### config.mk
export PLATFORM = sky130hd
export DESIGN_NAME = opnd_ea_gen
export DESIGN_NICKNAME = d
export VERILOG_FILES = /design/src/rtl/ea_pkg.sv /design/src/rtl/ea_seq.sv /design/src/rtl/ea_calc.sv /design/src/rtl/opnd_ea_gen.sv
export SDC_FILE = /design/constraint.sdc
export NUM_CORES = 1
export LEC_CHECK = 0
export ABC_AREA = 1
export BUFFER_PORTS_ARGS = -buffer_cell sky130_fd_sc_hd__buf_2
export CAP_MARGIN = 20
export CORE_MARGIN = 3
export CORE_UTILIZATION = 25
export DETAILED_ROUTE_END_ITERATION = 8
export PLACE_DENSITY = 0.51
export SLEW_MARGIN = 20
export SYNTH_ARGS = -nofsm -noshare
export SYNTH_HDL_FRONTEND = slang
export SYNTH_HIERARCHICAL = 1
export SYNTH_SLANG_ARGS = --single-unit
### constraint.sdc
create_clock -name clk -period 5.2 [get_ports clk]
set_input_delay 1.04 -clock clk [delete_from_list [all_inputs] [get_ports clk]]
set_output_delay 1.04 -clock clk [all_outputs]
set_load 0.005 [all_outputs]
### src/rtl/ea_pkg.sv
package ea_pkg;

  typedef enum logic [2:0] {
    EA_INH = 3'd0,
    EA_IMM = 3'd1,
    EA_DIR = 3'd2,
    EA_EXT = 3'd3,
    EA_IDX = 3'd4,
    EA_IDY = 3'd5,
    EA_REL = 3'd6,
    EA_RSV = 3'd7
  } ea_mode_e;

endpackage

### src/rtl/ea_seq.sv
// Byte-count sequencer: owns the idle/busy state and the handshake.
module ea_seq #(
  parameter int CW = 2
) (
  input  logic          clk,
  input  logic          rst,
  input  logic          start,
  input  logic [CW-1:0] need,
  input  logic          byte_valid,
  output logic          byte_ready,
  output logic          begin_op,
  output logic          zero_done,
  output logic          take,
  output logic          last_take
);

  logic          busy_q;
  logic [CW-1:0] left_q;

  assign byte_ready = busy_q;
  assign begin_op   = !busy_q && start;
  assign zero_done  = begin_op && (need == '0);
  assign take       = busy_q && byte_valid;
  assign last_take  = take && (left_q == CW'(1));

  always_ff @(posedge clk) begin
    if (rst) begin
      busy_q <= 1'b0;
      left_q <= '0;
    end else if (begin_op && (need != '0)) begin
      busy_q <= 1'b1;
      left_q <= need;
    end else if (take) begin
      left_q <= left_q - CW'(1);
      if (left_q == CW'(1)) busy_q <= 1'b0;
    end
  end

  // an operation that owes bytes opens the stream on the next cycle
  assert_ready_after_begin_R10: assert property (@(posedge clk) disable iff (rst)
    (begin_op && (need != '0)) |=> byte_ready);

  // a start seen while busy does not disturb the owed count
  assert_busy_start_ignored_R2: assert property (@(posedge clk) disable iff (rst)
    (byte_ready && start && !byte_valid) |=> (byte_ready && $stable(left_q)));

endmodule

### src/rtl/ea_calc.sv
// Pure address arithmetic for every mode.
module ea_calc
  import ea_pkg::*;
#(
  parameter int AW = 16,
  parameter int DW = 8
) (
  input  ea_mode_e        mode,
  input  logic [AW-1:0]   x,
  input  logic [AW-1:0]   y,
  input  logic [AW-1:0]   pc,
  input  logic            br,
  input  logic [DW-1:0]   lo_byte,
  input  logic [AW-1:0]   assembled,
  output logic [AW-1:0]   ea_c,
  output logic            na_c
);

  localparam int XW = AW - DW;

  function automatic logic [AW-1:0] add_unsigned(input logic [AW-1:0] base,
                                                 input logic [DW-1:0] off);
    return base + {{XW{1'b0}}, off};
  endfunction

  function automatic logic [AW-1:0] add_branch(input logic [AW-1:0] base,
                                               input logic [DW-1:0] off);
    return base + AW'(1) + {{XW{off[DW-1]}}, off};
  endfunction

  always_comb begin
    ea_c = '0;
    na_c = 1'b0;
    unique case (mode)
      EA_IMM: ea_c = pc;
      EA_DIR: ea_c = {{XW{1'b0}}, lo_byte};
      EA_EXT: ea_c = assembled;
      EA_IDX: ea_c = add_unsigned(x, lo_byte);
      EA_IDY: ea_c = add_unsigned(y, lo_byte);
      EA_REL: begin
        ea_c = br ? add_branch(pc, lo_byte) : '0;
        na_c = !br;
      end
      default: na_c = 1'b1;
    endcase
  end

endmodule

### src/rtl/opnd_ea_gen.sv
module opnd_ea_gen
  import ea_pkg::*;
#(
  parameter int AW = 16,
  parameter int DW = 8
) (
  input  logic          clk,
  input  logic          rst,
  input  logic          start,
  input  logic [2:0]    mode,
  input  logic [AW-1:0] idx_x,
  input  logic [AW-1:0] idx_y,
  input  logic [AW-1:0] pc,
  input  logic          br_taken,
  input  logic          byte_valid,
  input  logic [DW-1:0] byte_data,
  output logic          byte_ready,
  output logic [AW-1:0] ea,
  output logic          ea_done,
  output logic          ea_no_addr
);

  localparam int NB = AW / DW;
  localparam int CW = $clog2(NB + 1);

  ea_mode_e         mode_in, mode_q, mode_c;
  logic [AW-1:0]    x_q, y_q, pc_q, pc_c;
  logic             br_q, br_c;
  logic [AW-DW-1:0] asm_q;
  logic [AW-1:0]    asm_full;
  logic [CW-1:0]    need;
  logic             begin_op, zero_done, take, last_take;
  logic [AW-1:0]    ea_c;
  logic             na_c;
  logic [AW-1:0]    ea_q;
  logic             done_q, na_q;

  assign mode_in = ea_mode_e'(mode);

  always_comb begin
    unique case (mode_in)
      EA_DIR, EA_IDX, EA_IDY, EA_REL: need = CW'(1);
      EA_EXT:                         need = CW'(NB);
      default:                        need = '0;
    endcase
  end

  ea_seq #(.CW(CW)) u_seq (
    .clk        (clk),
    .rst        (rst),
    .start      (start),
    .need       (need),
    .byte_valid (byte_valid),
    .byte_ready (byte_ready),
    .begin_op   (begin_op),
    .zero_done  (zero_done),
    .take       (take),
    .last_take  (last_take)
  );

  assign asm_full = {asm_q, byte_data};
  assign mode_c   = begin_op ? mode_in : mode_q;
  assign pc_c     = begin_op ? pc : pc_q;
  assign br_c     = begin_op ? br_taken : br_q;

  ea_calc #(.AW(AW), .DW(DW)) u_calc (
    .mode      (mode_c),
    .x         (x_q),
    .y         (y_q),
    .pc        (pc_c),
    .br        (br_c),
    .lo_byte   (byte_data),
    .assembled (asm_full),
    .ea_c      (ea_c),
    .na_c      (na_c)
  );

  always_ff @(posedge clk) begin
    if (rst) begin
      mode_q <= EA_INH;
      x_q    <= '0;
      y_q    <= '0;
      pc_q   <= '0;
      br_q   <= 1'b0;
      asm_q  <= '0;
      ea_q   <= '0;
      done_q <= 1'b0;
      na_q   <= 1'b0;
    end else begin
      if (begin_op) begin
        mode_q <= mode_in;
        x_q    <= idx_x;
        y_q    <= idx_y;
        pc_q   <= pc;
        br_q   <= br_taken;
      end
      if (take) asm_q <= asm_full[AW-DW-1:0];
      done_q <= zero_done || last_take;
      if (zero_done || last_take) begin
        ea_q <= ea_c;
        na_q <= na_c;
      end
    end
  end

  assign ea         = ea_q;
  assign ea_done    = done_q;
  assign ea_no_addr = na_q;

  // no-byte, no-address modes finish in one cycle with the flag set
  assert_inherent_one_cycle_R3: assert property (@(posedge clk) disable iff (rst)
    (begin_op && (mode_in == EA_INH || mode_in == EA_RSV)) |=> (ea_done && ea_no_addr));

  // direct mode clears the high byte
  assert_direct_zero_page_R5: assert property (@(posedge clk) disable iff (rst)
    (last_take && mode_q == EA_DIR) |=> (ea_done && ea[AW-1:DW] == '0 && !ea_no_addr));

  // untaken branch still completes, without an address
  assert_rel_untaken_R9: assert property (@(posedge clk) disable iff (rst)
    (last_take && mode_q == EA_REL && !br_q) |=> (ea_done && ea_no_addr));

  // results hold between completions
  assert_result_hold_R11: assert property (@(posedge clk) disable iff (rst)
    (!zero_done && !last_take) |=> ($stable(ea) && $stable(ea_no_addr) && !ea_done));

endmodule

==> run summary <==
Outcome
• **outcome** finished, final reports clean

Place
• **post-DP HPWL** 12500 um
• **gp weighted congestion** 0.875
• **number of input and output port buffers inserted** 82

Logic synthesis
• **library cell with the largest summed area after synthesis** sky130_fd_sc_hd__dfxtp_1
• **post-synthesis sequential element count** 81
• **synthesized area divided by synthesized cell count** 6.22 sq um
• **count of synthesis-stage warnings from yosys** 6
• **library cells used by synthesis** 43
• **share of flip-flops with an asynchronous set or reset** 0
• **number of synthesized flops with an enable pin** 0
• **Gate Count Post-Synth** 844
• **net count after synthesis** 936
• **ranking of synthesized cells by area** sky130_fd_sc_hd__dfxtp_1 31%, sky130_fd_sc_hd__nand2_1 19%, sky130_fd_sc_hd__nor2_1 11%
• **portion of the post-synthesis area used by sequential elements** 0.309
• **synthesized area** 5250 sq um
• **top-area cell type share of the netlist area** 0.309
• **Synth Flop Type** sky130_fd_sc_hd__dfxtp_1

STA
• **hold violation total from the final report** 0
• **peak clock frequency supported by timing** 239 MHz
• **final slew viol count** 0
• **setup_tns** 0 ns
• **portion of the clock cycle consumed by the worst path in the final layout** 0.805
• **final-report setup violation count** 0
• **RSZ-0062 raised after global routing** no
• **time the worst path needs with I/O delays and setup** 4.19 ns
• **worst clock skew** 0.00993 ns
• **Slew @ Worst Pin** 0.877 ns
• **headroom to the max-slew limit** 0.415
• **tightest hold margin** 0.468 ns

Critical path
• **data arrival at the endpoint of the critical path** 4.43 ns
• **family with the most delay on the worst path** simple AND/OR/NAND/NOR gates
• **length in cells of the worst reg-to-reg path** 23
• **element type at the critical path start** input pin
• **depth of the critical timing path with buffers and inverters included** 25
• **required time of the worst setup path** 5.45 ns
• **delay of the slowest critical-path stage** 0.38 ns
• **total buffers and inverters traversed by the critical path** 6
• **most frequent CP cell** sky130_fd_sc_hd__nand2_1
• **slowest library cell on the worst path** sky130_fd_sc_hd__inv_4
• **class of the most critical setup path** input pin to flop
• **CP endpoint kind** flop
• **critical-path maximum fanout** 52

Floorplan
• **Initial Util** 0.257
• **boundary pin count** 83
• **Die Height** 151 um
• **area of the core region** 20400 sq um
• **number of placement rows** 52
• **width of the die** 151 um
• **floorplan die area** 22800 sq um

Route
• **Routed wire per std cell** 13.6 um
• **total wire length after detailed routing** 16100 um
• **detailed route wirelength on metal2** 7480 um
• **met3 wirelength from detailed routing** 821 um
• **total routed wire length on the met1 layer** 7550 um
• **number of violations reported at the end of detailed-routing iteration 0** 267
• **DRC Markers** 0
• **Vias per Instance** 4.43
• **detailed-route via count** 5257
• **DR pass1 iterations** 5
• **Antenna Nets Post-Route** 0
• **Top Metal Used** met5

Layout
• **share of layout cells above drive strength 1** 0.127
• **area added between synthesis and finish** 16.7%
• **total inserted antenna cells** 0
• **Final #Nets** 1003
• **number of fill cells** 2358

CTS
• **post-cts gate resize count** 0
• **buffer type at the clock tree root** sky130_fd_sc_hd__clkbuf_16
• **setup bufs post-CTS** 0
• **TritonCTS clock tree** built
• **clock latency on the worst-skew pair** 0.35 ns
• **count of hold-fix buffers inserted at cts** 0
• **Clock transition at path regs** 0.06 ns
• **total clock buffers created by CTS** 9
• **TritonCTS sink count** 81
• **CTS H-tree lvls** 3
• **largest buffer count on any clock path** 2

Pwr
• **Overall Power** 0.00182 W
• **Leakage** 3.26 nW
• **PwrDens** 297 nW/um^2
• **worst-case vdd ir drop** 140 uV

Global route
• **pin count of the biggest net entering global routing** 58
• **global-route wire length before repair** 25400 um
• **global-route total usage across every layer** 0.145
• **vias in the first global route** 4707
• **gr ovfl total** 0
• **number of antenna violations at the first check in global routing** 1

Min path
• **Hold WC Path Type** flop to flop
• **number of cells traversed by the worst hold path** 2

Run
• **Maximum Capacitance Violations** 0

==> cells in the final DEF (no fill, tap or decap), drive strengths merged, types with 2 or more instances in the layout <==
master	instances
and3	2
nand3	43
clkinv	4
a22o	3
a21o	3
clkbuf	10
dfxtp	81
inv	96
nand4	9
a21oi	43
a22oi	12
nand3b	2
nor2	153
or2	2
fa	2
o2111ai	2
o21bai	4
ha	26
o21ai	52
nand2	268
buf	84
xor2	3
nor3	2
==> power by group <==
group	total, W	switching [W]	internal, W
Sequential	0.000696	0.0000244	0.000672
Combinational	0.000465	0.000305	0.000159
Clock	0.000656	0.000271	0.000386
==> final cells by class <==
class | count | area [sq um] | share of cell area
clock buffers | 10 | 239 | 0.0390
clock inverters | 6 | 65.1 | 0.0106
inverters | 96 | 363 | 0.0592
multi-input cells | 639 | 3080 | 0.502
flip-flops and latches | 81 | 1620 | 0.265
well taps | 270 | 338 | 0.0551
repair buffers | 84 | 425 | 0.0694
==> sequential cells by signal (all words and copies together) (netlist names) <==
register          flops
mode_q                3
ea                   16
br_q                  1
ea_done               1
x_q                  16
asm_q                 8
y_q                  16
ea_no_addr            1
u_seq/left_q          2
u_seq/byte_ready      1
pc_q                 16
==> worst register-to-register path: stages, from the launching register on <==
cell and delay [ns]:
sky130_fd_sc_hd__dfxtp_1 0.44, sky130_fd_sc_hd__nor2_4 0.09, sky130_fd_sc_hd__inv_4 0.38, sky130_fd_sc_hd__nand2_1 0.15, sky130_fd_sc_hd__nand2_1 0.32, sky130_fd_sc_hd__nand3_4 0.25, sky130_fd_sc_hd__inv_2 0.20, sky130_fd_sc_hd__nand2_1 0.07
sky130_fd_sc_hd__nand2_1 0.07, sky130_fd_sc_hd__ha_1 0.15, sky130_fd_sc_hd__inv_1 0.05, sky130_fd_sc_hd__fa_1 0.36, sky130_fd_sc_hd__inv_1 0.09, sky130_fd_sc_hd__nand3_1 0.07, sky130_fd_sc_hd__nand2_1 0.12, sky130_fd_sc_hd__nand2_1 0.06
sky130_fd_sc_hd__nand2_1 0.11, sky130_fd_sc_hd__nand2_1 0.12, sky130_fd_sc_hd__nor2_1 0.15, sky130_fd_sc_hd__nand2_1 0.07, sky130_fd_sc_hd__nand3_1 0.09, sky130_fd_sc_hd__nand3_1 0.07, sky130_fd_sc_hd__nor2_1 0.11, sky130_fd_sc_hd__nor2_1 0.06
==> logic make-up after synthesis <==
kind of cell,count (synthesis),share of synthesized area
AO/OA/AOI/OAI,126,0.136
buffers and inverters,124,0.106
AND/OR/NAND/NOR,481,0.373
flip-flops,81,0.309
adder cells (fa/ha/maj),28,0.0696
XOR/XNOR,4,0.00667
==> metrics by stage <==
| step | setup slack [ns] | cell area [sq um] | cells | utilization |
|---|---|---|---|---|
| 5_1_grt | 0.528 | 6130 | 1186 | 0.300 |
| 2_1_floorplan | 1.39 | 5250 | 844 | - |
| 4_1_cts | 1.04 | 6120 | 1186 | 0.300 |
| 3_3_place_gp | 0.775 | 5820 | 1170 | 0.285 |
| 6_report | 1.01 | 6130 | 1186 | 0.300 |
| 3_5_place_dp | 0.659 | 5820 | 1170 | 0.285 |
==> final timing paths <==
path | to | from | slack (ns)
max | ea[12] | start | 1.01
min | pc_q[0] | pc_q[0] | 0.47
max reg2reg | ea[12] | u_seq/byte_ready | 1.44
min reg2reg | pc_q[0] | pc_q[0] | 0.47
==> synth_stat cells, types with 2 or more instances <==
master                      number
sky130_fd_sc_hd__a21oi_1        43
sky130_fd_sc_hd__ha_1           26
sky130_fd_sc_hd__clkbuf_1        3
sky130_fd_sc_hd__or2_2           2
sky130_fd_sc_hd__dfxtp_1        81
sky130_fd_sc_hd__nand4_1         9
sky130_fd_sc_hd__buf_2           5
sky130_fd_sc_hd__a22oi_1        12
sky130_fd_sc_hd__buf_4          16
sky130_fd_sc_hd__nand2_1       265
sky130_fd_sc_hd__o21ai_0        37
sky130_fd_sc_hd__inv_2           3
sky130_fd_sc_hd__inv_1          91
sky130_fd_sc_hd__o21bai_1        4
sky130_fd_sc_hd__nor2_1        149
sky130_fd_sc_hd__xor2_1          3
sky130_fd_sc_hd__fa_1            2
sky130_fd_sc_hd__nor2_4          3
sky130_fd_sc_hd__buf_6           3
sky130_fd_sc_hd__a21o_1          3
sky130_fd_sc_hd__a22o_1          3
sky130_fd_sc_hd__nand3_1        42
sky130_fd_sc_hd__nand2_2         2
sky130_fd_sc_hd__o2111ai_1       2
sky130_fd_sc_hd__nand3b_1        2
sky130_fd_sc_hd__o21ai_1        15
sky130_fd_sc_hd__and3_1          2
==> per-layer routing <==
metal  vias up  track usage
met5         -            0
met4         2       0.0435
met3        21       0.0320
met2       112        0.236
met1      2305        0.194
li1       2817            -
Note: power is estimated with default switching activity, not from simulation.
